===== src/rtl/pll_lock_pkg.sv =====
package pll_lock_pkg;

    typedef enum logic [1:0] {
        ST_OFF      = 2'd0,
        ST_COUNT    = 2'd1,
        ST_OSC_WAIT = 2'd2,
        ST_LOCKED   = 2'd3
    } lock_state_e;

endpackage


===== src/rtl/pll_cfg_regs.sv =====
module pll_cfg_regs #(
    parameter int CNT_W = 8,
    parameter int MUL_W = 11
) (
    input  logic             clk_slow,
    input  logic             rst_n,
    input  logic             cfg_wr,
    input  logic [CNT_W-1:0] cfg_count,
    input  logic [MUL_W-1:0] cfg_mul,
    output logic [CNT_W-1:0] load_count,
    output logic [MUL_W-1:0] mul_q,
    output logic             mul_change
);

    localparam logic [CNT_W-1:0] MIN_COUNT = CNT_W'(1);

    logic [CNT_W-1:0] count_q;
    logic [CNT_W-1:0] wr_count_eff;

    // a zero count is raised to the minimum
    always_comb begin
        wr_count_eff = (cfg_count == '0) ? MIN_COUNT : cfg_count;
        load_count   = cfg_wr ? wr_count_eff : count_q;
        mul_change   = cfg_wr && (cfg_mul != mul_q);
    end

    always_ff @(posedge clk_slow or negedge rst_n) begin
        if (!rst_n) begin
            count_q <= MIN_COUNT;
            mul_q   <= '0;
        end else if (cfg_wr) begin
            count_q <= wr_count_eff;
            mul_q   <= cfg_mul;
        end
    end

endmodule


===== src/rtl/pll_lock_fsm.sv =====
module pll_lock_fsm
    import pll_lock_pkg::*;
#(
    parameter int CNT_W = 8
) (
    input  logic             clk_slow,
    input  logic             rst_n,
    input  logic             pll_en,
    input  logic             osc_stable,
    input  logic             restart,
    input  logic [CNT_W-1:0] load_count,
    output logic             lock,
    output logic             lock_set
);

    lock_state_e      state_q, state_d;
    logic [CNT_W-1:0] dcnt_q, dcnt_d;
    logic             cnt_zero;

    assign cnt_zero = (dcnt_q == '0);

    // next state and counter
    always_comb begin
        state_d = state_q;
        dcnt_d  = dcnt_q;
        if (!pll_en) begin
            state_d = ST_OFF;
            dcnt_d  = '0;
        end else if (restart && state_q != ST_OFF) begin
            state_d = ST_COUNT;
            dcnt_d  = load_count;
        end else begin
            unique case (state_q)
                ST_OFF: begin
                    state_d = ST_COUNT;
                    dcnt_d  = load_count;
                end
                ST_COUNT: begin
                    if (cnt_zero) begin
                        state_d = osc_stable ? ST_LOCKED : ST_OSC_WAIT;
                    end else begin
                        dcnt_d = dcnt_q - CNT_W'(1);
                    end
                end
                ST_OSC_WAIT: begin
                    if (osc_stable) state_d = ST_LOCKED;
                end
                ST_LOCKED: begin
                    if (!osc_stable) state_d = ST_OSC_WAIT;
                end
                default: state_d = ST_OFF;
            endcase
        end
    end

    // state register
    always_ff @(posedge clk_slow or negedge rst_n) begin
        if (!rst_n) begin
            state_q <= ST_OFF;
            dcnt_q  <= '0;
        end else begin
            state_q <= state_d;
            dcnt_q  <= dcnt_d;
        end
    end

    // outputs
    always_comb begin
        lock     = (state_q == ST_LOCKED);
        lock_set = (state_d == ST_LOCKED) && (state_q != ST_LOCKED);
    end

endmodule


===== src/rtl/pll_lock_irq.sv =====
module pll_lock_irq (
    input  logic clk_slow,
    input  logic rst_n,
    input  logic lock_set,
    input  logic stat_rd,
    input  logic irq_en,
    output logic irq
);

    logic flag_q;

    always_ff @(posedge clk_slow or negedge rst_n) begin
        if (!rst_n)        flag_q <= 1'b0;
        else if (lock_set) flag_q <= 1'b1;
        else if (stat_rd)  flag_q <= 1'b0;
    end

    assign irq = flag_q & irq_en;

endmodule


===== src/rtl/pll_lock_seq.sv =====
module pll_lock_seq #(
    parameter int CNT_W = 8,
    parameter int MUL_W = 11
) (
    input  logic             clk_slow,
    input  logic             rst_n,
    input  logic             cfg_wr,
    input  logic [CNT_W-1:0] cfg_count,
    input  logic [MUL_W-1:0] cfg_mul,
    input  logic             pll_en,
    input  logic             osc_stable,
    input  logic             irq_en,
    input  logic             stat_rd,
    output logic             lock,
    output logic             irq,
    output logic             bypass,
    output logic [MUL_W-1:0] pll_mul
);

    logic [CNT_W-1:0] load_count;
    logic             mul_change;
    logic             lock_set;

    pll_cfg_regs #(.CNT_W(CNT_W), .MUL_W(MUL_W)) u_cfg (
        .clk_slow   (clk_slow),
        .rst_n      (rst_n),
        .cfg_wr     (cfg_wr),
        .cfg_count  (cfg_count),
        .cfg_mul    (cfg_mul),
        .load_count (load_count),
        .mul_q      (pll_mul),
        .mul_change (mul_change)
    );

    pll_lock_fsm #(.CNT_W(CNT_W)) u_fsm (
        .clk_slow   (clk_slow),
        .rst_n      (rst_n),
        .pll_en     (pll_en),
        .osc_stable (osc_stable),
        .restart    (mul_change),
        .load_count (load_count),
        .lock       (lock),
        .lock_set   (lock_set)
    );

    pll_lock_irq u_irq (
        .clk_slow (clk_slow),
        .rst_n    (rst_n),
        .lock_set (lock_set),
        .stat_rd  (stat_rd),
        .irq_en   (irq_en),
        .irq      (irq)
    );

    assign bypass = ~lock;

endmodule


===== config.mk =====
export PLATFORM = sky130hd
export DESIGN_NAME = pll_lock_seq
export DESIGN_NICKNAME = d
export VERILOG_FILES = /design/src/rtl/pll_lock_pkg.sv /design/src/rtl/pll_cfg_regs.sv /design/src/rtl/pll_lock_fsm.sv /design/src/rtl/pll_lock_irq.sv /design/src/rtl/pll_lock_seq.sv
export SDC_FILE = /design/constraint.sdc
export NUM_CORES = 1
export LEC_CHECK = 0
export BUFFER_PORTS_ARGS = -buffer_cell sky130_fd_sc_hd__buf_2
export CAP_MARGIN = 20
export CORE_MARGIN = 2
export CORE_UTILIZATION = 50
export CTS_BUF_LIST = sky130_fd_sc_hd__clkbuf_4
export DETAILED_ROUTE_END_ITERATION = 12
export PLACE_DENSITY_LB_ADDON = 0.15
export RECOVER_POWER = 100
export SKIP_CTS_REPAIR_TIMING = 1
export SYNTH_ARGS = -nofsm -noshare
export SYNTH_HDL_FRONTEND = slang
export SYNTH_SLANG_ARGS = --single-unit

===== constraint.sdc =====
create_clock -name clk_slow -period 1.8 [get_ports clk_slow]
set_input_delay 0.36 -clock clk_slow [delete_from_list [all_inputs] [get_ports clk_slow]]
set_output_delay 0.36 -clock clk_slow [all_outputs]
set_load 0.03 [all_outputs]

# Word level (Yosys, flattened, before mapping)
# Cells that the tools add are included.
# W data, S select, Z words.
[op_classes]
add_sub_neg = 1
eq_ne = 8
muxes = 15
bitwise_logic = 2
reduce_logical = 9
[ops]
columns = ["operator", "n"]
rows = [
  ["$mux W8", 5],
  ["$logic_not A8 Y1", 2],
  ["$pmux W8 S2", 1],
  ["$ne A11 B11 Y1", 1],
  ["$mux W2", 5],
  ["$pmux W2 S4", 1],
  ["$sub A8 B1 Y8 const B", 1],
  ["$eq A2 B2 Y1 const B", 3],
  ["$ne A4 B1 Y1 const B", 1],
  ["$ne A4 B4 Y1 const B", 1],
  ["$reduce_bool A2 Y1", 2],
  ["$logic_and A1 B1 Y1", 3],
  ["$mux W1", 3],
  ["$eq A2 B1 Y1 const B", 1],
  ["$logic_not A2 Y1", 1],
  ["$ne A2 B2 Y1 const B", 1],
  ["$reduce_and A2 Y1", 1],
  ["$and A1 B1 Y1", 1],
  ["$not A1 Y1", 1],
]
[totals]
reg_bits = 30
in_bits = 26
output_inout_bits = 14
elab_cells = 40

# Longest topological paths before layout
# Gate-level depths: netlist of run 1.
[logic_depth]
depth_word = 8
ltp_mapped = 7
depth_no_buf = 7

# Modules after synthesis
# From an unflattened synthesis of run 1, not the netlist that was laid out.
[hier_totals]
hier_cells = 140
area_unflattened_um2 = 1590.3
[by_module_without_submodules]
columns = ["mod", "n_inst", "cells_per_inst", "area_each_um2", "seq_area_each_um2"]
rows = [
  ["pll_cfg_regs", 1, 59, 849.6, 476.7],
  ["pll_lock_fsm", 1, 76, 694.4, 250.2],
  ["pll_lock_irq", 1, 4, 42.5, 25.0],
  ["pll_lock_seq", 1, 1, 3.8, 0.0],
]

# Least setup slack after synthesis of run 1
# Ideal clock, no wire load.
[synth_path]
path_type = "reg2reg"
startpoint = "register u_cfg.mul_q[4]"
endpoint = "register u_fsm.dcnt_q[4]"
setup_ps = 73
arrival_ps = 1821
required_time_ps = 1727
setup_slack_ps = -94
stages_incl_launch_ff = 6
n_path_buf = 0
synth_period_minus_slack_ps = 1894
path_cell_list = "dfrtp_1 xnor2_2 nand4_2 or4_4 a32o_2 a21oi_2"
[synth_via]
elab_chain_len = 5
elab_cells_between_ends = 8
cone_classes = "3 x eq/ne; 2 x mux; 3 x reduce/logical"
[synth_rtl]
columns = ["item", "line", "source"]
rows = [
  ["start, declared", "pll_cfg_regs.sv:11", "output logic [MUL_W-1:0] mul_q,"],
  ["start signal, assigned", "pll_cfg_regs.sv:33", "mul_q <= cfg_mul;"],
  ["$ne A11 B11 Y1 *", "pll_cfg_regs.sv:24", "mul_change = cfg_wr && (cfg_mul != mul_q);"],
  ["$logic_and A1 B1 Y1 *", "pll_cfg_regs.sv:24", ""],
  ["$logic_and A1 B1 Y1 *", "pll_lock_fsm.sv:29", "end else if (restart && state_q != ST_OFF) begin"],
  ["$ne A4 B4 Y1 (no line) (tied with other cells)", "-", ""],
  ["$reduce_and A2 Y1 (no line) / $mux W8 (equally long branches)", "-", ""],
  ["end signal, assigned", "pll_lock_fsm.sv:63", "dcnt_q <= dcnt_d;"],
  ["end, declared", "pll_lock_fsm.sv:17", "logic [CNT_W-1:0] dcnt_q, dcnt_d;"],
]
# Every way passes the cells marked *; elsewhere a longest branch is shown, timed or not.
# A chain may end at the register's enable or synchronous reset.

# Worst setup path in the final report of run 1
[layout_path]
startpoint = "register u_cfg.mul_q[9]"
endpoint = "register u_fsm.dcnt_q[4]"
# Same word-level chain as after synthesis.

==> results of run 1 <==
registers in the layout, summed over array words and instances (netlist names):
| signal | flops |
|---|---|
| u_cfg.mul_q | 11 |
| u_fsm.dcnt_q | 8 |
| u_fsm.state_q | 2 |
| u_irq.flag_q | 1 |
| u_cfg.count_q | 8 |
cell usage after synthesis, drive strengths merged:
library cell and instances:
a211oi 1, a21o 1, a21oi 9, a31oi 2, a32o 2, a32oi 2, a41o 1, a41oi 1
and2 3, and3 2, buf 1, clkbuf 7, dfrtp 29, dfstp 1, ha 2, inv 9
mux2 19, mux2i 1, nand2 6, nand2b 2, nand3 7, nand4 3, nand4b 2, nor2 6
nor2b 1, nor3 2, nor3b 2, nor4 4, o211a 1, o21a 2, o21ai 6, o221ai 1
o22ai 2, o311ai 2, o31a 1, o31ai 1, o41ai 3, or2 1, or4 2, xnor2 11
power by group through the flow:
stage          combinational (mW)  sequential [mW]  clock (mW)
2_1_floorplan               0.277            0.858           0
5_1_grt                     0.552            0.817       0.439
6_report                    0.509            0.807       0.395
3_3_place_gp                0.476            0.818           0
3_5_place_dp                0.485            0.821           0
4_1_cts                     0.488            0.808       0.408
final cells by class:
class,count,share of cell area [%]
Clock buffer,6,2.04
Clock inverter,2,0.396
Inverter,9,1.53
Multi-Input combinational cell,114,42.9
Sequential cell,30,34.5
Tap cell,46,2.60
Timing Repair Buffer,57,16.0
metrics by stage:
step | TNS (ns) | hold WS [ns] | power, mW | setup slack, ns
floorplan | -0.0493 | 0.0644 | 1.13 | -0.0277
global placement | -0.182 | 0.424 | 1.29 | -0.0791
detailed placement | -0.304 | 0.440 | 1.31 | -0.133
CTS | -0.117 | 0.0723 | 1.70 | -0.0665
global route | -0.132 | 0.106 | 1.81 | -0.0682
finish | -0.00597 | 0.0553 | 1.71 | -0.00597
kinds of logic after synthesis:
group | count (synthesis)
and+or+nand+nor | 43
AOI/OAI and AO/OA | 38
DFF | 30
muxes | 20
buffers and inverters | 17
xor gates and xnor gates | 11
adders and majority gates | 2
worst min path at each step:
stage | end | slack (ns) | start | cells past startpoint
2_1_floorplan | u_cfg.count_q[1] | 0.06 | rst_n | 0
3_3_place_gp | u_cfg.count_q[4] | 0.42 | rst_n | 1
3_5_place_dp | u_cfg.count_q[6] | 0.44 | rst_n | 1
4_1_cts | u_fsm.dcnt_q[0] | 0.07 | rst_n | 1
5_1_grt | u_cfg.mul_q[6] | 0.11 | rst_n | 1
6_report | u_fsm.dcnt_q[0] | 0.06 | rst_n | 1
metal layers:
layer,GRT usage (%),up-vias,share of wire (%)
met1,25.9,739,40
met2,38.0,54,53
met4,8.42,0,1.4
li1,-,715,-
met3,4.46,6,5.1
met5,0,-,0
==> out/metrics.cfg, run 1 <==
[critical_path]
crit_fanout=4
worst-endpoint-arrival_ns=2.06
critPathCapture=u_fsm.dcnt_q[4]
cp-end-kind=flip-flop
crit_slowest_cell=or4_4
path_cells=xnor2_2, nand4_2, or4_4, a32o_2, a21oi_2
crit_family=simple AND/OR/NAND/NOR gates
max_stage_delay_ns=0.56
r2r-start=u_cfg.mul_q[9]
crit_path_start=u_cfg.mul_q[9]
rrSetupSlack_ns=-0.006
reg2reg_depth=5
required_ns=2.06
crit_type=flip-flop to flip-flop
timing.critical_path.buf_inv=0
reg2reg_to=u_fsm.dcnt_q[4]
cp_num_cells=5
cp-start-kind=flip-flop

[layout]
area_delta_synth_final_pct=25.7
final_common_cell=buf_2
final_nets=245
n_fill_cell=298
final_cell_area_um2=2210
multi_input_area_um2=948
drive_gt1_share_pct=41.3
seq_area_um2=762
final_cell_mix=buf_2 (26), dfrtp_1 (21), mux2_2 (14)
antenna_cells=0
final_util_pct=65.7
instances_no_fill=264

[synthesis]
synth_fp_nets=189
synth_cells=161
synth_simple_gate_area_share_pct=14.9
yosysTopAreaCell=dfrtp_1
syn-cell-area_um2=1760
synthDistinctLibCells=49
synth_compound_area_share_pct=17.0
synth_top_family_by_area=compound AO/OA/AOI/OAI gates
synthMuxAreaShare_pct=12.7
synth_top_area_share_pct=41.3
synth-adder-area-share_pct=1.42
syn_avg_cell_area_um2=10.9
yosysSeqAreaShare_pct=42.8
synth_area_leaders=dfrtp_1 (41%), mux2_2 (12%), xnor2_2 (3.7%)
synth-seq-cells=30
synth_xor_area_share_pct=7.19
ys_warn_count=0

[timing]
fmax_mhz=554
fin_ws_ns=-0.00597
setup_viol_count_final=1
finalCritPeriodShare_pct=100
slew_violations=0
fin_skew_ns=0.0118
tightest_slew_ns=0.836
finalHoldViolCount=0
maxSlewHeadroom_pct=44.3
rsz0062_at_grt=yes
layout_min_cycle_time_ns=1.81

[placed_design]
placed_cell_area_um2=2090
port_buffers=39
dp.cells=249
hpwl_um=3000
place_congestion=0.920

[global_route]
grt_usage_pct=21.6
first_global_vias=1480
overflow=0
grt_start_max_net_pins=31
antenna_found_initial=0
grt_first_pass_wirelength_um=6760

[job]
maxCapViolCount=0

[power]
p_sw_share_pct=33.3
p_leak_nw=0.985
combPwrFrac_pct=29.7
p_int_mw=1.14
netSwitchingPower_uw=570
p_per_area_nw_per_um2=774
clockPowerShare_pct=23.1
power_frac_seq_pct=47.2
ir_drop_uv=555

[floorplan]
die-area_um2=4010
ios=40
die_h_um=63.3
die_w_um=63.3
rows=21
core_um2=3360
start_util_pct=52.3

[cts]
cts_root_buf=clkbuf_4
clk_pin_slew_ns=0.10
cts.htree.levels=2
insertion_delay_ns=0.33
cts_made_buffers=5
cts.sinks=30
cts_tree=yes
clockBufferDepth=2

[routing]
drt_first_pass_iters=4
drt_first_iter_violations=93
wl_per_cell_um=16.0
drc=0
vias=1514
drtAntennaViolNets=0
routed_via_density=5.73
drt-total-wl_um=4220

[run_status]
outcome=finished, violations left
violations=setup timing

[min_path]
hold_class=primary input to asynchronous set/reset pin

No activity file was read; power rests on OpenSTA's default activity.
==> run 2: changes to the inputs <==
- CORE_UTILIZATION: 50 -> 60
- TNS_END_PERCENT: default -> 50
- clock period: 1.8 -> 2.3 ns (I/O delays scaled with it)
==> run 2 against run 1 <==
  * The run ends with capacitance limit, slew limit left
  * Combinational power down 33%
  * Die area shrank 16%
  * Non-clock buffer count shrank 15
  * Critical endpoint is now u_fsm.state_q[0]
  * Largest cell class unchanged
  * Global-route usage is 3.2 points higher
==> out/metrics.cfg, run 2 (synthesis results as in run 1) <==
[power]
combPwrFrac_pct=26.5  ; was 29.7%
p_int_uw=851  ; was 1.14 mW
p_sw_share_pct=33.6  ; was 33.3%
clockPowerShare_pct=24.0  ; was 23.1%
p_total_mw=1.28  ; was 1.71 mW
p_leak_nw=0.882  ; was 0.985 nW
p_per_area_nw_per_um2=640  ; was 774 nW/µm²
power_frac_seq_pct=49.6  ; was 47.2%
netSwitchingPower_uw=430  ; was 570 µW
ir_drop_uv=505  ; was 555 µV

[routing]
drc=0  ; unchanged
wl_per_cell_um=16.3  ; was 16.0 µm
vias=1454  ; was 1,514
routed_via_density=6.21  ; was 5.73
drt-total-wl_um=3820  ; was 4220 µm
drt_first_pass_iters=4  ; unchanged
drtAntennaViolNets=0  ; unchanged
drt_first_iter_violations=111  ; was 93

[timing]
tightest_slew_ns=1.61  ; was 0.836 ns
rsz0062_at_grt=no  ; was yes
slew_violations=31  ; was 0
maxSlewHeadroom_pct=-7.44  ; was 44.3%
finalCritPeriodShare_pct=88.0  ; was 100%
setup_tns_ns=0  ; was -0.00597 ns
finalHoldViolCount=0  ; unchanged
fmax_mhz=494  ; was 554 MHz
layout_min_cycle_time_ns=2.03  ; was 1.81 ns
fin_skew_ns=0.00428  ; was 0.0118 ns
setup_viol_count_final=0  ; was 1

[global_route]
grt_usage_pct=24.8  ; was 21.6%
overflow=0  ; unchanged
first_global_vias=1413  ; was 1,480
grt_start_max_net_pins=31  ; unchanged
antenna_found_initial=0  ; unchanged
grt_first_pass_wirelength_um=6360  ; was 6760 µm

[critical_path]
required_ns=2.50  ; was 2.06 ns
cp-end-kind=flip-flop  ; unchanged
crit_path_start=u_cfg.mul_q[4]  ; was u_cfg.mul_q[9]
crit_type=flip-flop to flip-flop  ; unchanged
worst-endpoint-arrival_ns=2.23  ; was 2.06 ns
r2r-start=u_cfg.mul_q[4]  ; was u_cfg.mul_q[9]
cp-start-kind=flip-flop  ; unchanged
crit_fanout=18  ; was 4

[floorplan]
rows=19  ; was 21
start_util_pct=63.2  ; was 52.3%
die_w_um=58.1  ; was 63.3 µm
die-area_um2=3380  ; was 4010 µm²
core_um2=2780  ; was 3360 µm²
die_h_um=58.1  ; was 63.3 µm
ios=40  ; unchanged

[layout]
final_nets=230  ; was 245
final_common_cell=dfrtp_1  ; was buf_2
top_regs=u_cfg.mul_q x11, u_cfg.count_q x8, u_fsm.dcnt_q x8  ; unchanged
final_cell_area_um2=2000  ; was 2210 µm²
antenna_cells=0  ; unchanged
area_delta_synth_final_pct=14.0  ; was 25.7%
drive_gt1_share_pct=29.6  ; was 41.3%
regMostFlops=u_cfg.mul_q  ; unchanged
n_fill_cell=225  ; was 298
final_cell_mix=dfrtp_1 (29), buf_2 (23), clkbuf_1 (16)  ; was buf_2 (26), dfrtp_1 (21), mux2_2 (14)
largest_reg_flops=11  ; unchanged

[placed_design]
placed_cell_area_um2=1980  ; was 2090 µm²
hpwl_um=2850  ; was 3000 µm
place_congestion=0.839  ; was 0.920
port_buffers=39  ; unchanged

[cts]
cts.sinks=30  ; unchanged
insertion_delay_ns=0.33  ; about the same
clk_pin_slew_ns=0.09  ; was 0.10 ns
cts_made_buffers=5  ; unchanged
cts_tree=yes  ; unchanged
cts.htree.levels=2  ; unchanged
cts_root_buf=clkbuf_4  ; unchanged
clockBufferDepth=2  ; unchanged

[min_path]
holdCritStartpoint=osc_stable
hold_class=primary input to flip-flop  ; was primary input to asynchronous set/reset pin

[run_status]
violations=capacitance limit, slew limit  ; was setup timing
outcome=finished, violations left  ; unchanged

[job]
maxCapViolCount=1  ; was 0

## run 2: layout make-up
type | count | area [µm²] | area share (%)
Clock buffer | 6 | 45.0 | 2.25
Clock inverter | 2 | 8.76 | 0.437
Multi-Input combinational cell | 114 | 930 | 46.4
Tap cell | 31 | 38.8 | 1.94
Timing Repair Buffer | 42 | 195 | 9.74
Sequential cell | 30 | 752 | 37.5
Inverter | 9 | 33.8 | 1.69
## run 2: through the flow
stage	std cells	setup WS, ns	hold WS (ns)	utilization [%]
after global placement	226	0.349	0.470	71.2
after detailed placement	226	0.293	0.495	71.2
after global routing	234	0.180	0.375	72.0
after CTS	234	0.370	0.174	73.1
final	234	0.275	0.377	72.0
after floorplan	161	0.406	0.164	-
## run 2: layer usage
metal  track usage, %  part of all wire, %  vias to the layer above
met5                0                    0                        -
met4             6.64                 0.97                        0
met3             6.47                  5.2                        5
met2             41.4                   51                       48
met1             32.2                   43                      717
li1                 -                    -                      684
## run 2: power groups by stage
stage	Sequential, mW	Combinational [mW]	Clock, mW
finish	0.635	0.339	0.307
global route	0.642	0.371	0.331
CTS	0.634	0.353	0.311
detailed placement	0.644	0.351	0
global placement	0.639	0.342	0
floorplan	0.668	0.216	0
## run 2: worst paths after layout
| check | endpoint | slack [ns] | depth (start not counted) |
|---|---|---|---|
| min | u_fsm.state_q[0] | 0.38 | 3 |
| min in group asynchronous | u_cfg.count_q[5] | 0.52 | 1 |
| max | u_fsm.state_q[0] | 0.27 | 6 |
| max in group asynchronous | u_cfg.count_q[7] | 0.84 | 1 |
| min reg2reg | u_cfg.count_q[2] | 0.52 | 1 |
| max reg2reg | u_fsm.state_q[0] | 0.27 | 6 |
## run 2: critical path: stages (launching register included)
cell      delay (ns)
dfrtp_1         0.43
xnor2_2         0.16
nand4_1         0.25
o31ai_4         0.30
clkbuf_2        0.36
and2_0          0.29
a21oi_1         0.11
